==> config.mk <==
export PLATFORM = sky130hd
export DESIGN_NAME = tdm_frame_tx
export DESIGN_NICKNAME = d
export VERILOG_FILES = /design/src/rtl/tdm_tx_pkg.sv /design/src/rtl/tdm_slot_timer.sv /design/src/rtl/tdm_shifter.sv /design/src/rtl/tdm_frame_tx.sv
export SDC_FILE = /design/constraint.sdc
export NUM_CORES = 1
export LEC_CHECK = 0
export ABC_CLOCK_PERIOD_IN_PS = 2100
export BUFFER_PORTS_ARGS = -buffer_cell sky130_fd_sc_hd__buf_2
export CAP_MARGIN = 30
export CORE_ASPECT_RATIO = 1.5
export CORE_MARGIN = 10
export CORE_UTILIZATION = 30
export DETAILED_ROUTE_END_ITERATION = 10
export HOLD_SLACK_MARGIN = 0.15
export PLACE_DENSITY_LB_ADDON = 0.15
export SYNTH_ARGS = -nofsm -noshare
export SYNTH_HDL_FRONTEND = slang
export SYNTH_SLANG_ARGS = --single-unit
==> constraint.sdc <==
create_clock -name clk -period 2.1 [get_ports clk]
set_clock_uncertainty 0.2 [all_clocks]
set_input_delay 0.42 -clock clk [delete_from_list [all_inputs] [get_ports clk]]
set_output_delay 0.42 -clock clk [all_outputs]
set_load 0.02 [all_outputs]
==> src/rtl/tdm_tx_pkg.sv <==
package tdm_tx_pkg;
  localparam int unsigned SLOT_WIDTH = 8;
  localparam int unsigned SLOTS_PER_FRAME = 32;

  function automatic int unsigned cw(input int unsigned n);
    return (n <= 2) ? 1 : $clog2(n);
  endfunction
endpackage

==> src/rtl/tdm_slot_timer.sv <==
module tdm_slot_timer #(
  parameter int unsigned SLOT_W = tdm_tx_pkg::SLOT_WIDTH,
  parameter int unsigned NUM_SLOTS = tdm_tx_pkg::SLOTS_PER_FRAME,
  localparam int unsigned BIT_CW = tdm_tx_pkg::cw(SLOT_W),
  localparam int unsigned SLOT_CW = tdm_tx_pkg::cw(NUM_SLOTS)
) (
  input  logic               clk,
  input  logic               rst,
  output logic               load_o,
  output logic               sync_o,
  output logic [SLOT_CW-1:0] next_slot_o
);
  localparam logic [BIT_CW-1:0]  LAST_BIT  = BIT_CW'(SLOT_W - 1);
  localparam logic [SLOT_CW-1:0] LAST_SLOT = SLOT_CW'(NUM_SLOTS - 1);
  localparam logic [SLOT_CW-1:0] FIRST_NEXT = (NUM_SLOTS > 1) ? SLOT_CW'(1) : '0;

  logic [BIT_CW-1:0]  bit_cnt;
  logic [SLOT_CW-1:0] slot_cnt;
  logic [SLOT_CW-1:0] next_slot_q;
  logic               sync_q;
  logic               last_bit;
  logic               frame_end;

  assign last_bit  = (bit_cnt == LAST_BIT);
  assign frame_end = last_bit && (slot_cnt == LAST_SLOT);

  always_ff @(posedge clk) begin
    if (rst) begin
      bit_cnt     <= '0;
      slot_cnt    <= '0;
      next_slot_q <= FIRST_NEXT;
      sync_q      <= 1'b1;
    end else begin
      sync_q <= frame_end;
      if (last_bit) begin
        bit_cnt     <= '0;
        slot_cnt    <= (slot_cnt == LAST_SLOT) ? '0 : slot_cnt + 1'b1;
        next_slot_q <= (next_slot_q == LAST_SLOT) ? '0 : next_slot_q + 1'b1;
      end else begin
        bit_cnt <= bit_cnt + 1'b1;
      end
    end
  end

  assign load_o      = last_bit;
  assign sync_o      = sync_q;
  assign next_slot_o = next_slot_q;

  p_reset_state_r1: assert property (@(posedge clk)
    rst |=> (sync_q && bit_cnt == '0 && slot_cnt == '0));

  p_sync_single_r2: assert property (@(posedge clk) disable iff (rst)
    sync_q |=> !sync_q);

  p_sync_origin_r2: assert property (@(posedge clk) disable iff (rst)
    sync_q |-> (bit_cnt == '0 && slot_cnt == '0));

  p_slot_hold_r6: assert property (@(posedge clk) disable iff (rst)
    !last_bit |=> $stable(slot_cnt));

  p_slot_ahead_r5: assert property (@(posedge clk) disable iff (rst)
    next_slot_q == ((slot_cnt == LAST_SLOT) ? '0 : slot_cnt + 1'b1));
endmodule

==> src/rtl/tdm_shifter.sv <==
module tdm_shifter #(
  parameter int unsigned SLOT_W = tdm_tx_pkg::SLOT_WIDTH
) (
  input  logic              clk,
  input  logic              rst,
  input  logic              load_i,
  input  logic [SLOT_W-1:0] data_i,
  output logic              ser_o
);
  logic [SLOT_W-1:0] shreg;

  generate
    if (SLOT_W > 1) begin : g_multi
      always_ff @(posedge clk) begin
        if (rst)         shreg <= '0;
        else if (load_i) shreg <= data_i;
        else             shreg <= {shreg[SLOT_W-2:0], 1'b0};
      end

      p_shift_msb_first_r3: assert property (@(posedge clk) disable iff (rst)
        !load_i |=> shreg[SLOT_W-1] == $past(shreg[SLOT_W-2]));
    end else begin : g_single
      always_ff @(posedge clk) begin
        if (rst)         shreg <= '0;
        else if (load_i) shreg <= data_i;
      end
    end
  endgenerate

  assign ser_o = shreg[SLOT_W-1];

  p_capture_r4: assert property (@(posedge clk) disable iff (rst)
    load_i |=> shreg == $past(data_i));
endmodule

==> src/rtl/tdm_frame_tx.sv <==
module tdm_frame_tx #(
  parameter int unsigned SLOT_W = tdm_tx_pkg::SLOT_WIDTH,
  parameter int unsigned NUM_SLOTS = tdm_tx_pkg::SLOTS_PER_FRAME,
  localparam int unsigned SLOT_CW = tdm_tx_pkg::cw(NUM_SLOTS)
) (
  input  logic               clk,
  input  logic               rst,
  input  logic [SLOT_W-1:0]  byte_in,
  output logic [SLOT_CW-1:0] slot_idx,
  output logic               ser_out,
  output logic               sync_out
);
  logic load;

  tdm_slot_timer #(.SLOT_W(SLOT_W), .NUM_SLOTS(NUM_SLOTS)) u_timer (
    .clk        (clk),
    .rst        (rst),
    .load_o     (load),
    .sync_o     (sync_out),
    .next_slot_o(slot_idx)
  );

  tdm_shifter #(.SLOT_W(SLOT_W)) u_shift (
    .clk   (clk),
    .rst   (rst),
    .load_i(load),
    .data_i(byte_in),
    .ser_o (ser_out)
  );

  p_idx_changes_at_load_r5: assert property (@(posedge clk) disable iff (rst)
    !load |=> $stable(slot_idx));
endmodule

==> flow_summary.ini, run 1 <==
[power_and_ir_drop]
leakagePower_nw = 0.429
peakVddDrop_mv = 0.379
power_mw = 0.714
powerDensity_nw_per_um2 = 678

[timing]
relSlewSlack_pct = 66.2
min_period_ns = 1.85
finalHoldViolCount = 0
clock.fmax_mhz = 540
period_share_pct = 88.2
fin_tns_setup_ns = 0
tightest_slew_ns = 0.506
rsz0062_at_grt = false
setup_viol = 0
final_max_slew_viol_count = 0

[hold_path]
worstHoldPathType = in2reg

[worst_setup_path]
worstPathRequired_ns = 2.09
crit_arrival_ns = 1.84
start_kind = flip-flop
path_class = reg2reg
end_kind = flip-flop
cp_max_fo = 6

[clock_network]
root_buffer = clkbuf_8
clk_latency_ns = 0.26
clk_path_buf_depth = 2
post_cts_buffers = 0
cts_tree = yes
htreeDepth = 1
cts_num_sinks = 22
numCtsBuffers = 3
ctsHoldBuffers = 0
clk_pin_slew_worst_paths_ns = 0.08
cts_resized = 0

[die]
die-area_um2 = 5600
rows = 24
die_h_um = 86.8
num_io_pins = 17
start_util_pct = 30.9
core_um2 = 2880
die_x_um = 64.5

[finish]
nets = 122
instances_no_fill = 142
final_cell_area_um2 = 1050
layout-drive-gt1-share_pct = 21.4
utilization_pct = 36.5
fillers = 325
area_growth_pct = 18.1
antenna_cells = 0

[logic_synthesis]
synth_nets = 103
synth_simple_gate_area_share_pct = 16.1
synthAdderAreaFrac_pct = 9.82
syn_avg_cell_area_um2 = 10.4
synth-seq-area-share_pct = 49.4
synth-compound-area-share_pct = 8.70
yosysWarnings = 0
synth_top_family_by_area = simple AND/OR/NAND/NOR gates
synth_xor_xnor_area_share_pct = 0
synthMuxAreaShare_pct = 12.3
synth_cell_type_count = 22
netlist_instances = 86
synth-seq-cells = 22
netlist_area_um2 = 892

[routing]
viasPerCell = 4.75
drt_iter0_drc = 19
wl_um = 1660
dr.pass1.iters = 3
drc = 0
post_drt_wl_per_cell_um = 11.7
antenna_left = 0
dr_total_vias = 674

[flow_run]
cap_violations = 0

[place]
portBuffers = 16
place.gp.congestion = 0.644
dp_cells = 139
dpl-instance-area_um2 = 1010

[global_route]
antenna_found_initial = 0
grt_pass1_vias = 720
gr-total-overflow = 0
grt_max_degree = 23
grt_first_pass_wirelength_um = 2970
grtUsageTotal_pct = 6.60

[run_status]
run_status = finished clean
[final timing paths]
| kind | startpoint | endpoint | slack (ns) | depth (start not counted) |
|---|---|---|---|---|
| worst min-delay path | byte_in[6] | u_shift.shreg[6] | 0.19 | 3 |
| worst min register to register | u_timer.bit_cnt[0] | u_timer.bit_cnt[0] | 0.23 | 1 |
| worst max-delay path | u_timer.next_slot_o[0] | u_timer.next_slot_o[3] | 0.25 | 5 |
| worst max register to register | u_timer.next_slot_o[0] | u_timer.next_slot_o[3] | 0.25 | 5 |
[critical path, cell delays in order (launching register included)]
cell,delay [ns]
dfxtp_1,0.36
ha_1,0.23
and3_1,0.19
ha_1,0.23
or4_1,0.47
a21oi_1,0.12
[synth_stat cells]
master / count / area [um2]
or3_1: 1 / 6.26
nor4bb_1: 2 / 20.0
a21o_1: 1 / 7.51
a21oi_1: 6 / 30.0
buf_1: 2 / 7.51
o21ai_0: 2 / 10.0
nor3b_1: 3 / 22.5
inv_6: 1 / 8.76
a31oi_1: 2 / 12.5
nand3_1: 2 / 10.0
ha_1: 7 / 87.6
dfxtp_1: 22 / 440
and3_1: 2 / 12.5
buf_6: 1 / 11.3
nand2_1: 1 / 3.75
o31ai_1: 1 / 7.51
nor2_1: 13 / 48.8
o21ai_1: 2 / 10.0
nor3_1: 1 / 5.00
buf_2: 1 / 5.00
mux2i_1: 11 / 110
or4_1: 2 / 15.0
[layer usage]
metal | track usage [%] | routed length, um | vias to the layer above
met3 | 3.10 | 111 | 4
met5 | 0 | 0 | -
met4 | 3.52 | 27 | 0
li1 | - | - | 340
met2 | 11.3 | 785 | 15
met1 | 6.39 | 736 | 315
[where the power goes]
part	leakage, nW	switching, mW	internal (mW)
clock	0.0216	0.129	0.128
sequential	0.178	0.00295	0.424
combinational	0.229	0.0157	0.0145
[layout make-up]
type / count / area, um2 / share of cell area [%]
flip-flops and latches: 22 / 440 / 41.8
multi-input cells: 59 / 419 / 39.8
repair buffers: 18 / 95.1 / 9.03
well taps: 39 / 48.8 / 4.63
clock buffers: 3 / 41.3 / 3.92
inverters: 1 / 8.76 / 0.831
[through the flow]
| stage | hold slack (ns) | setup slack (ns) |
|---|---|---|
| 2_1_floorplan | 0.208 | 0.243 |
| 3_3_place_gp | 0.218 | 0.253 |
| 3_5_place_dp | 0.229 | 0.242 |
| 4_1_cts | 0.191 | 0.225 |
| 5_1_grt | 0.213 | 0.0706 |
| 6_report | 0.191 | 0.247 |
[cell usage in the layout, fill, tap and decap left out, drive strengths merged, types with 2 or more instances in the layout]
cell / n
a21oi: 6
a31oi: 2
and3: 2
buf: 18
clkbuf: 3
dfxtp: 22
ha: 7
mux2i: 11
nand3: 2
nor2: 13
nor3b: 3
nor4bb: 2
o21ai: 4
or4: 2
[state kept, by name, indices dropped and copies added, names as in the netlist]
signal	count
u_timer.slot_cnt	5
u_timer.bit_cnt	3
u_timer.sync_o	1
u_shift.shreg	8
u_timer.next_slot_o	5
[cell families (layout without fill, tap and decap cells)]
group,count (synthesis),after routing
AND/OR/NAND/NOR,27,27
flip-flops,22,22
AO/OA/AOI/OAI,14,14
multiplexers,11,11
adder cells (fa/ha/maj),7,7
buffers and inverters,5,22
Note: power is estimated with default switching activity, not from simulation.
==> inputs of run 2 (changes only) <==
Settings changed: CELL_PAD_IN_SITES_DETAIL_PLACEMENT set to 1, CELL_PAD_IN_SITES_GLOBAL_PLACEMENT set to 1.
==> flow_summary.ini, run 2 (synthesized netlist as in run 1, its figures left out) <==
[run_status]
run_status = finished clean

[worst_setup_path]
path_class = reg2reg
cp_max_fo = 6
crit_arrival_ns = 1.87
start_kind = flip-flop
rr_startpoint = u_timer.slot_cnt[0]
worstPathRequired_ns = 2.10
worstRegToRegCells = 5
reg2reg_to = u_timer.slot_cnt[3]
end_kind = flip-flop
r2r_slack_ns = 0.22

[finish]
utilization_pct = 37.0
instances_no_fill = 143
nets = 122
most-common-layout-cells = 22 x dfxtp_1, 16 x buf_2, 13 x nor2_1
fillers = 366
antenna_cells = 0
largest_reg_flops = 8
layout-drive-gt1-share_pct = 22.1
final_cell_area_um2 = 1070
regMostFlops = u_shift.shreg
area_growth_pct = 19.6
layout_commonest_cell = dfxtp_1

[timing]
setup_viol = 0
relSlewSlack_pct = 65.8
tightest_slew_ns = 0.513
worst_hold_slack_ns = 0.188
period_share_pct = 89.4
final_max_slew_viol_count = 0
fin_tns_setup_ns = 0
clock.fmax_mhz = 533
min_period_ns = 1.88
finalHoldViolCount = 0
rsz0062_at_grt = false

[place]
dpl-instance-area_um2 = 1010
place.gp.congestion = 0.757
portBuffers = 16
dp_hpwl_um = 1370
dp_cells = 139

[die]
start_util_pct = 30.9
core_um2 = 2880
die-area_um2 = 5600
rows = 24
num_io_pins = 17
die_h_um = 86.8
die_x_um = 64.5

[clock_network]
root_buffer = clkbuf_8
clk_path_buf_depth = 2
clk_latency_ns = 0.26
post_cts_buffers = 0
cts_resized = 0
ctsHoldBuffers = 0
htreeDepth = 1
numCtsBuffers = 3
clk_pin_slew_worst_paths_ns = 0.08
cts_tree = yes
cts_num_sinks = 22

[power_and_ir_drop]
leakagePower_nw = 0.436
peakVddDrop_mv = 0.339
p_seq_share_pct = 55.9
swShare_pct = 20.7
p_switching_mw = 0.158
p_clk_share_pct = 40.0
p_int_mw = 0.605
combPwrFrac_pct = 4.0
powerDensity_nw_per_um2 = 715

[routing]
viasPerCell = 4.79
antenna_left = 0
dr.pass1.iters = 3
drc = 0
wl_um = 1820
dr_total_vias = 685
drt_iter0_drc = 6
post_drt_wl_per_cell_um = 12.7

[hold_path]
min_path_cells = 3
hold_end = u_shift.shreg[3]
worstHoldPathType = in2reg
hold_path.startpoint = byte_in[3]

[global_route]
grtUsageTotal_pct = 7.17
grt_pass1_vias = 788
grt_max_degree = 23
gr-total-overflow = 0
grt_first_pass_wirelength_um = 3260
antenna_found_initial = 0

[flow_run]
cap_violations = 0
## run 2: changes by cell type in the layout (fill, tap and decap cells not counted), sizes merged
cell and delta:
clkbuf +1
## run 2: power by group through the flow
| stage | sequential, mW | combinational, mW | clock, mW |
|---|---|---|---|
| after global routing | 0.428 | 0.0354 | 0.338 |
| after floorplan | 0.438 | 0.0156 | 0 |
| after detailed placement | 0.437 | 0.0319 | 0 |
| after global placement | 0.437 | 0.0304 | 0 |
| after CTS | 0.427 | 0.0322 | 0.320 |
| final | 0.427 | 0.0307 | 0.306 |
## run 2: routing by layer
layer	routed length, um	global-route usage (%)	vias to the layer above
li1	-	-	340
met1	824	7.14	327
met2	870	12.3	14
met3	98	2.58	4
met4	28	4.49	0
met5	0	0	-
## run 2: per-stage QoR
stage	power, mW	worst slack (ns)
2_1_floorplan	0.454	0.243
3_3_place_gp	0.467	0.253
3_5_place_dp	0.469	0.225
4_1_cts	0.779	0.206
5_1_grt	0.801	0.103
6_report	0.763	0.223
## run 2: worst max-delay path by stage
stage / endpoint / startpoint / cells after the start
floorplan: u_timer.next_slot_o[3] / u_timer.next_slot_o[0] / 5
global placement: u_timer.next_slot_o[3] / u_timer.next_slot_o[0] / 5
detailed placement: u_timer.next_slot_o[3] / u_timer.next_slot_o[0] / 5
CTS: u_timer.next_slot_o[3] / u_timer.next_slot_o[0] / 5
global route: u_timer.next_slot_o[3] / u_timer.next_slot_o[0] / 5
finish: u_timer.slot_cnt[3] / u_timer.slot_cnt[0] / 5
## run 2: critical path, stage by stage, from the launching register on
cell and delay [ns]:
dfxtp_1 0.35, ha_1 0.22, and3_1 0.19, ha_1 0.24
or4_1 0.49, a21oi_1 0.13
## run 2: layout make-up
class	count	area (um2)	area share, %
repair buffers	18	95.1	8.91
flip-flops and latches	22	440	41.3
clock buffers	4	55.1	5.16
multi-input cells	59	419	39.3
inverters	1	8.76	0.821
well taps	39	48.8	4.57
==> inputs of run 3 (changes only) <==
Settings changed: CORE_UTILIZATION 30 to 40, MAX_ROUTING_LAYER set to met4.
==> flow_summary.ini, run 3 (synthesized netlist as in run 1, its figures left out) <==
[die]
start_util_pct = 43.0
die-area_um2 = 4560
die_h_um = 77.8
core_um2 = 2080
num_io_pins = 17
rows = 20
die_x_um = 58.6

[power_and_ir_drop]
power_mw = 0.645
p_clk_share_pct = 28.6
peakVddDrop_mv = 0.463
swShare_pct = 21.2
p_int_mw = 0.508
leakagePower_nw = 0.424
powerDensity_nw_per_um2 = 628
combPwrFrac_pct = 5.2
p_seq_share_pct = 66.3
p_switching_mw = 0.137

[routing]
antenna_left = 0
dr.pass1.iters = 2
viasPerCell = 5.44
drt_iter0_drc = 7
wl_um = 1760
drc = 0
dr_total_vias = 685
post_drt_wl_per_cell_um = 14.0

[hold_path]
worstHoldPathType = in2reg
min_path_cells = 3

[clock_network]
cts_tree = yes
clk_latency_ns = 0.29
clk_path_buf_depth = 2
post_cts_buffers = 0
clk_pin_slew_worst_paths_ns = 0.11
root_buffer = clkbuf_4
cts_resized = 0
cts_num_sinks = 22
htreeDepth = 1
numCtsBuffers = 3

[finish]
instances_no_fill = 126
largest_reg_flops = 8
multi_input_area_um2 = 419
layout_commonest_cell = dfxtp_1
area_growth_pct = 15.0
most-common-layout-cells = 22 x dfxtp_1, 16 x buf_2, 13 x nor2_1
regArea_um2 = 440
regMostFlops = u_shift.shreg
fillers = 244
layout-drive-gt1-share_pct = 20.2
antenna_cells = 0
nets = 123
final_cell_area_um2 = 1030
utilization_pct = 49.4

[timing]
finalHoldViolCount = 0
fin_ws_ns = 0.217
final_max_slew_viol_count = 0
clock.fmax_mhz = 531
period_share_pct = 89.7
min_period_ns = 1.88
relSlewSlack_pct = 63.0
worst_hold_slack_ns = 0.158
rsz0062_at_grt = false
tightest_slew_ns = 0.555
fin_tns_setup_ns = 0
setup_viol = 0

[worst_setup_path]
cp_max_fo = 6
worstRegToRegCells = 5
r2r_slack_ns = 0.22
crit_arrival_ns = 1.92
crit_buf_inv = 0
worstPathRequired_ns = 2.13
crit_chain = ha_1 -> and3_1 -> ha_1 -> or4_1 -> a21oi_1
max_stage_delay_ns = 0.47
path_delay_family = simple AND/OR/NAND/NOR gates
path_class = reg2reg
path_common_cell = ha_1
slowest_stage = or4_1
start_kind = flip-flop
crit_cells = 5
end_kind = flip-flop

[place]
dpl-instance-area_um2 = 983
dp_hpwl_um = 1370
place_ws_ns = 0.210
dp_cells = 121
place.gp.congestion = 0.701
portBuffers = 16

[global_route]
grt_first_pass_wirelength_um = 3100
grt_max_degree = 23
gr-total-overflow = 0
antenna_found_initial = 0
grt_pass1_vias = 716
grtUsageTotal_pct = 8.40

[flow_run]
cap_violations = 0

[run_status]
run_status = finished clean
run 3: power groups by stage:
| stage | Clock, mW | Sequential (mW) | Combinational [mW] |
|---|---|---|---|
| 3_3_place_gp | 0 | 0.436 | 0.0299 |
| 5_1_grt | 0.206 | 0.429 | 0.0385 |
| 2_1_floorplan | 0 | 0.438 | 0.0156 |
| 6_report | 0.184 | 0.427 | 0.0334 |
| 4_1_cts | 0.193 | 0.427 | 0.0344 |
| 3_5_place_dp | 0 | 0.437 | 0.0311 |
run 3: layout make-up:
class	instances	share of cell area [%]
sequential	22	42.9
clock buffer	3	2.20
tap	22	2.68
timing repair buffer	19	10.5
multi-input combinational	59	40.9
inverter	1	0.854
run 3: layer usage:
layer / GRT usage [%] / vias to the layer above / share of wire [%]
met5: - / - / 0
met3: 2.44 / 2 / 5.4
li1: - / 343 / -
met2: 13.5 / 13 / 51
met1: 9.24 / 327 / 43
met4: 3.54 / 0 / 0.91
run 3: final timing paths:
check | start | endpoint
max | u_timer.next_slot_o[0] | u_timer.next_slot_o[3]
min | byte_in[7] | u_shift.shreg[7]
max reg2reg | u_timer.next_slot_o[0] | u_timer.next_slot_o[3]
min reg2reg | u_timer.bit_cnt[0] | u_timer.bit_cnt[0]
run 3: tightest hold or removal path, delay by kind of cell:
kind                   cells  cell delay, ns
buffers and inverters      1            0.07
and+or+nand+nor            1            0.07
muxes                      1            0.06
run 3: repair_timing:
action,4_1_cts,5_1_grt
endpoints found under the setup margin,0,0
hold buffers,2,0
endpoints found under the hold margin,2,0
